## src/rtl/frt_pkg.sv

```systemverilog
`timescale 1ns/1ps
package frt_pkg;

    localparam int CNT_W        = 16;
    localparam int BYTE_W       = 8;
    localparam int SEL_W        = 2;
    localparam int PRE_W        = 4;
    localparam int ADDR_W       = 3;
    localparam int NUM_PAIRS    = 2;
    localparam int STAT_OVF_BIT = 7;

    localparam logic [CNT_W-1:0] COUNT_PRESET = 16'hFFFC;

    typedef enum logic [ADDR_W-1:0] {
        RA_STATUS = 3'd0,
        RA_PRI_HI = 3'd2,
        RA_PRI_LO = 3'd3,
        RA_ALT_HI = 3'd4,
        RA_ALT_LO = 3'd5
    } rd_addr_e;

    // One strobe per register access; index 0 = primary pair, 1 = alternate.
    typedef struct packed {
        logic                 status;
        logic [NUM_PAIRS-1:0] hi;
        logic [NUM_PAIRS-1:0] lo;
    } rd_strobe_t;

    // First-stage mask: a tick fires when the masked phase bits are all ones.
    function automatic logic [PRE_W-1:0] pre_mask(input logic [SEL_W-1:0] sel);
        logic [PRE_W-1:0] m;
        case (sel)
            2'd0:    m = 4'h0;
            2'd1:    m = 4'h3;
            2'd2:    m = 4'h7;
            default: m = 4'hF;
        endcase
        return m;
    endfunction

    function automatic rd_strobe_t decode_read(input logic en,
                                               input logic [ADDR_W-1:0] a);
        rd_strobe_t s;
        s = '0;
        if (en) begin
            case (a)
                RA_STATUS: s.status = 1'b1;
                RA_PRI_HI: s.hi[0]  = 1'b1;
                RA_PRI_LO: s.lo[0]  = 1'b1;
                RA_ALT_HI: s.hi[1]  = 1'b1;
                RA_ALT_LO: s.lo[1]  = 1'b1;
                default:   s        = '0;
            endcase
        end
        return s;
    endfunction

endpackage

```

## src/rtl/frt_prescaler.sv

```systemverilog
`timescale 1ns/1ps
module frt_prescaler
    import frt_pkg::*;
#(
    parameter int POST_DIV = 4
) (
    input  logic             clk,
    input  logic             rst,
    input  logic             hold,
    input  logic [SEL_W-1:0] sel,
    output logic             tick
);
    localparam int QW = (POST_DIV > 1) ? $clog2(POST_DIV) : 1;

    logic [PRE_W-1:0] pre_q;
    logic [PRE_W-1:0] mask;
    logic             pre_tick;

    assign mask     = pre_mask(sel);
    assign pre_tick = ((pre_q & mask) == mask);

    always_ff @(posedge clk) begin
        if (rst)        pre_q <= '0;
        else if (!hold) pre_q <= pre_q + 1'b1;
    end

    generate
        if (POST_DIV == 1) begin : g_no_post
            assign tick = !hold && pre_tick;
        end else begin : g_post
            logic [QW-1:0] post_q;
            logic          post_last;
            assign post_last = (post_q == QW'(POST_DIV - 1));
            always_ff @(posedge clk) begin
                if (rst)
                    post_q <= '0;
                else if (!hold && pre_tick)
                    post_q <= post_last ? '0 : post_q + 1'b1;
            end
            assign tick = !hold && pre_tick && post_last;
        end
    endgenerate

endmodule

```

## src/rtl/frt_counter.sv

```systemverilog
`timescale 1ns/1ps
module frt_counter
    import frt_pkg::*;
(
    input  logic             clk,
    input  logic             rst,
    input  logic             tick,
    output logic [CNT_W-1:0] count,
    output logic             wrap
);
    assign wrap = tick && (count == {CNT_W{1'b1}});

    always_ff @(posedge clk) begin
        if (rst)       count <= COUNT_PRESET;
        else if (tick) count <= count + 1'b1;
    end

    // each divider tick moves the count up by exactly one
    a_r2_step_on_tick: assert property (@(posedge clk) disable iff (rst)
        tick |=> (count == $past(count) + 1'b1));

endmodule

```

## src/rtl/frt_status.sv

```systemverilog
`timescale 1ns/1ps
module frt_status (
    input  logic clk,
    input  logic rst,
    input  logic wrap,
    input  logic status_rd,
    input  logic pri_lo_rd,
    output logic flag
);
    logic armed;

    always_ff @(posedge clk) begin
        if (rst) begin
            flag  <= 1'b0;
            armed <= 1'b0;
        end else begin
            if (status_rd && flag) armed <= 1'b1;
            else if (pri_lo_rd)    armed <= 1'b0;

            if (wrap)                       flag <= 1'b1;
            else if (pri_lo_rd && armed)    flag <= 1'b0;
        end
    end

    // a primary low read with no arming leaves a set flag in place
    a_r10_unarmed_keeps: assert property (@(posedge clk) disable iff (rst)
        (flag && !armed && !status_rd) |=> flag);

endmodule

```

## src/rtl/frt_read_port.sv

```systemverilog
`timescale 1ns/1ps
module frt_read_port
    import frt_pkg::*;
(
    input  logic              clk,
    input  logic              rst,
    input  rd_strobe_t        stb,
    input  logic [ADDR_W-1:0] rd_addr,
    input  logic              rd_en,
    input  logic [CNT_W-1:0]  count,
    input  logic              flag,
    output logic [BYTE_W-1:0] rd_data
);
    logic [NUM_PAIRS-1:0][BYTE_W-1:0] pair_lo;
    logic [BYTE_W-1:0]                live_hi;
    logic [BYTE_W-1:0]                status_byte;

    assign live_hi = count[CNT_W-1 -: BYTE_W];

    always_comb begin
        status_byte               = '0;
        status_byte[STAT_OVF_BIT] = flag;
    end

    generate
        for (genvar p = 0; p < NUM_PAIRS; p++) begin : g_pair
            logic              latched;
            logic [BYTE_W-1:0] held;

            always_ff @(posedge clk) begin
                if (rst) begin
                    latched <= 1'b0;
                    held    <= '0;
                end else if (stb.hi[p] && !latched) begin
                    latched <= 1'b1;
                    held    <= count[BYTE_W-1:0];
                end else if (stb.lo[p]) begin
                    latched <= 1'b0;
                end
            end

            assign pair_lo[p] = latched ? held : count[BYTE_W-1:0];

            // a repeated high read does not disturb the captured byte
            a_r6_buffer_hold: assert property (@(posedge clk) disable iff (rst)
                (stb.hi[p] && latched) |=> ($stable(held) && latched));
        end
    endgenerate

    always_comb begin
        rd_data = '0;
        if (rd_en) begin
            case (rd_addr)
                RA_STATUS: rd_data = status_byte;
                RA_PRI_HI: rd_data = live_hi;
                RA_PRI_LO: rd_data = pair_lo[0];
                RA_ALT_HI: rd_data = live_hi;
                RA_ALT_LO: rd_data = pair_lo[1];
                default:   rd_data = '0;
            endcase
        end
    end

endmodule

```

## src/rtl/frt_timer.sv

```systemverilog
`timescale 1ns/1ps
module frt_timer
    import frt_pkg::*;
#(
    parameter int POST_DIV = 4
) (
    input  logic              clk,
    input  logic              rst,
    input  logic              inhibit,
    input  logic [SEL_W-1:0]  clk_sel,
    input  logic              ovf_ie,
    input  logic              rd_en,
    input  logic [ADDR_W-1:0] rd_addr,
    output logic [BYTE_W-1:0] rd_data,
    output logic              ovf_flag,
    output logic              irq
);
    logic             tick;
    logic             wrap;
    logic [CNT_W-1:0] count;
    rd_strobe_t       stb;

    assign stb = decode_read(rd_en, rd_addr);

    frt_prescaler #(.POST_DIV(POST_DIV)) u_pre (
        .clk  (clk),
        .rst  (rst),
        .hold (inhibit),
        .sel  (clk_sel),
        .tick (tick)
    );

    frt_counter u_cnt (
        .clk   (clk),
        .rst   (rst),
        .tick  (tick),
        .count (count),
        .wrap  (wrap)
    );

    frt_status u_stat (
        .clk       (clk),
        .rst       (rst),
        .wrap      (wrap),
        .status_rd (stb.status),
        .pri_lo_rd (stb.lo[0]),
        .flag      (ovf_flag)
    );

    frt_read_port u_rd (
        .clk     (clk),
        .rst     (rst),
        .stb     (stb),
        .rd_addr (rd_addr),
        .rd_en   (rd_en),
        .count   (count),
        .flag    (ovf_flag),
        .rd_data (rd_data)
    );

    assign irq = ovf_flag && ovf_ie;

    // inhibit freezes the count
    a_r3_inhibit_hold: assert property (@(posedge clk) disable iff (rst)
        inhibit |=> $stable(count));

    // a wrap always leaves the flag set
    a_r8_wrap_sets: assert property (@(posedge clk) disable iff (rst)
        wrap |=> ovf_flag);

    // alternate-pair reads never clear the flag
    a_r10_alt_keeps: assert property (@(posedge clk) disable iff (rst)
        (ovf_flag && (stb.hi[1] || stb.lo[1])) |=> ovf_flag);

endmodule

```

## config.mk

```make
export PLATFORM = sky130hd
export DESIGN_NAME = frt_timer
export DESIGN_NICKNAME = d
export VERILOG_FILES = /design/src/rtl/frt_pkg.sv /design/src/rtl/frt_prescaler.sv /design/src/rtl/frt_counter.sv /design/src/rtl/frt_status.sv /design/src/rtl/frt_read_port.sv /design/src/rtl/frt_timer.sv
export SDC_FILE = /design/constraint.sdc
export NUM_CORES = 1
export LEC_CHECK = 0
export ABC_CLOCK_PERIOD_IN_PS = 3000
export BUFFER_PORTS_ARGS = -buffer_cell sky130_fd_sc_hd__buf_2
export CAP_MARGIN = 20
export CORE_ASPECT_RATIO = 1.1
export CORE_UTILIZATION = 63
export CTS_CLUSTER_SIZE = 16
export DETAILED_ROUTE_END_ITERATION = 10
export GPL_TIMING_DRIVEN = 1
export HOLD_SLACK_MARGIN = 0.12
export PLACE_DENSITY = 0.84
export SYNTH_ARGS = -nofsm -noshare
export SYNTH_HDL_FRONTEND = slang
export SYNTH_SLANG_ARGS = --single-unit
```

## constraint.sdc

```tcl
create_clock -name clk -period 3 [get_ports clk]
set_input_delay 0.6 -clock clk [delete_from_list [all_inputs] [get_ports clk]]
set_output_delay 0.6 -clock clk [all_outputs]
set_load 0.02 [all_outputs]
```

==> impl_results.md <==
* CP startpoint kind: register
* Crit path buffers/inverters at 1
* Final period util at 86.00%
* Number of setup buffers added after CTS at 0
* Resized cells post-CTS at 0
* TritonCTS buffer count at 5
* Slowest stage delay, CP at 640 ps
* Global-route wire length before repair at 7251 um
* Highest-delay cell along the critical path: dfxtp_1
* Final Max Slew Viols at 0
* Syn Inst Count at 258
* CTS tree: built
* Seq/Total Area, Yosys at 36.19%
* Setup violators final at 0
* Worst skew pair latency at 360 ps
* Commonest non-fill, non-tap cell in the layout: dfxtp_1
* Full die area at 3935 um^2
* Vias in the first global route at 1611
* Maximum vdd ir drop at 0.0002542 V
* Worst Hold End: u_pre.g_post.post_q[0]$_SDFFE_PP0P_
* Die width at 59.91 um
* Global Route met3 Usage at 5.512%
* Max-cap violations at 0
* Slew HR at 30.47%
* Hold crit path type: register to register
* Placeable Area at 3441 um^2
* Crit path time final at 2580 ps
* R2R Setup Slk at 980 ps
* Worst EP arrival at 1980 ps
* Setup TNS Final at 0 ps
* Outcome: complete, no violations
* WS Path Type: register to output port
* Yosys warning count at 0
* Antenna Cells at 0
* Clk_skew at 8.356 ps
* Async set-reset flop share out of synthesis at 0%
* Fill count at 291
* Standard-cell rows at 22
* Placed Area at 2382 um^2
* LEAKAGE at 0.0009502 uW
* Longest Clk Path Bufs at 2
* Worst Path Max Fanout at 10
* CTS Hold Buffers Added at 0
* Mean Syn Cell Area at 9.006 um^2
* DR pass1 iterations at 4
* Htree depth at 2
* CP required at 2400 ps
* Crit. End Element: output port
* Netlist cell types at 40
* DR vias at 1838
* Routed WL per cell at 14.08 um
* # port buffers at 19
* Final net count at 277
* Hold slack final at 491.4 ps
* Hold path depth at 2
* Prevailing post-synth register cell: dfxtp_1
* Initial antenna violation count at 0
* Switch Pwr at 257.9 uW
* Final GP Congestion at 0.8110
* PwrDens at 400.5 nW/um^2
* Remaining DRCs at 0
* Max Freq at 387.6 MHz
* Switching share of power at 26.33%
* Area delta synth->final at 5.278%
* Logic pwr share at 10.2%
* Clock transition at path regs at 130 ps
* Total track usage at 24.31%
* Synthesis-stage register bit count at 42
* Routed WL at 4408 um
* Netlist Area Pre-Place at 2323 um^2
* Top delay family on crit path: flip-flops
* Post-synth EDFFs at 0
* Busiest grt layer: met2
* Initial DRC Count at 90
* Crit-path cells: mux2_2, a22oi_1, o21ai_0, and3_1, buf_2
* Share of cells above drive strength 1 at 19.62%
* Net Count, Synth at 271
* Die H at 65.70 um
* R2R depth at 4
* Final Instance Area at 2446 um^2
* Clock share of power at 30.9%
* Reg2reg end: u_cnt.count[11]$_SDFFE_PP1P_
* Global routing usage on met2 at 38.06%
* Sink Count at 42
* Routed Antenna Nets at 0
* Starting density of the core at 67.53%
* CTS root buf: clkbuf_4
* Ports at 20
* Reg2reg start: u_pre.pre_q[0]$_SDFFE_PP0N_
* Unrepaired setup endpoints after global routing: no
* HPWL Detailed at 2941 um
* Slew @ Worst Pin at 1042 ps
* Vias per cell at 5.872
* Met1 Use GR at 31.55%
* HP Start: u_pre.g_post.post_q[0]$_SDFFE_PP0P_
* Final hold vios at 0
* Most frequent cells in the layout: dfxtp_1, nor2_1, mux2i_1
* Largest net degree at the start of global routing at 51
* Grt total ovfl at 0
* Reg power frac at 58.9%
* Internal at 721.7 uW
metrics by stage:
stage / std cells / setup WS [ps] / total power (uW) / utilization [%]
finish: 313 / 420.0 / 979.6 / 71.09
floorplan: 258 / 715.9 / 664.5 / -
global placement: 305 / 670.5 / 687.0 / 69.24
global route: 313 / 282.6 / 1019 / 71.09
detailed placement: 305 / 636.7 / 689.1 / 69.24
CTS: 313 / 420.8 / 986.2 / 71.09
flip-flops by register name (all words and copies together) (netlist names):
name,cells
u_rd.g_pair.latched,2
u_stat.flag,1
u_rd.g_pair.held,16
u_pre.g_post.post_q,2
u_cnt.count,16
u_pre.pre_q,4
u_stat.armed,1
power by group through the flow:
stage | Combinational [uW] | Sequential (uW) | Clock [uW]
after floorplan | 79.3 | 585 | 0
after global placement | 97.7 | 589 | 0
after detailed placement | 99.1 | 590 | 0
after CTS | 99.9 | 577 | 309
after global routing | 111 | 579 | 329
final | 99.5 | 577 | 303
logic make-up after synthesis:
kind of cell | synth area share, %
adders and majority gates | 1.616
and+or+nand+nor | 26.71
xor gates and xnor gates | 1.508
DFF | 36.19
AOI/OAI and AO/OA | 9.478
muxes | 19.39
buffers and inverters | 5.115
how the worst max path moves through the flow:
stage | slack (ps) | startpoint | cells past startpoint | endpoint
2_1_floorplan | 720 | rd_addr[2] | 5 | rd_data[6]
3_3_place_gp | 670 | inhibit | 5 | u_cnt.count[11]$_SDFFE_PP1P_
3_5_place_dp | 640 | inhibit | 5 | u_cnt.count[11]$_SDFFE_PP1P_
4_1_cts | 420 | u_rd.g_pair[1].latched$_SDFFE_PP0P_ | 5 | rd_data[7]
5_1_grt | 280 | u_rd.g_pair[1].latched$_SDFFE_PP0P_ | 5 | rd_data[7]
6_report | 420 | u_rd.g_pair[1].latched$_SDFFE_PP0P_ | 5 | rd_data[7]
layout make-up:
type                       instances  area (um^2)  share of cell area (%)
clock buffer                       6        51.30                   2.097
clock inverter                     2        12.51                  0.5115
inverter                           4        15.01                  0.6138
multi-input combinational        191         1364                   55.75
sequential                        42        840.8                   34.37
tap                               48        60.06                   2.455
timing repair buffer              20        102.6                   4.194
cells in the mapped netlist (3+ instances only):
cell type,n,area share [%]
a21oi_1,14,3.0
a22oi_1,8,2.6
buf_2,4,0.86
clkbuf_1,12,1.9
dfxtp_1,42,36
ha_1,3,1.6
inv_1,3,0.48
mux2_2,16,7.8
mux2i_1,27,12
nand2_1,11,1.8
nand2b_1,7,1.9
nand3_1,7,1.5
nand3b_1,4,1.3
nor2_1,34,5.5
nor2b_1,10,2.7
nor4_1,8,2.2
nor4_2,4,2.2
o21ai_0,4,0.86
o31a_1,6,2.3
or3_1,8,2.2
xor2_1,3,1.1
tightest hold or removal path, delay by kind of cell, from the launching register on:
kind / cells / cell delay, ps
simple gates: 1 / 60
compound gates: 1 / 60
flops: 1 / 340
layer usage:
metal,part of all wire [%],up-vias
met5,0,-
met4,2.7,0
met3,3.8,11
met2,46,36
met1,48,859
li1,-,932
Note: power is estimated with default switching activity, not from simulation.
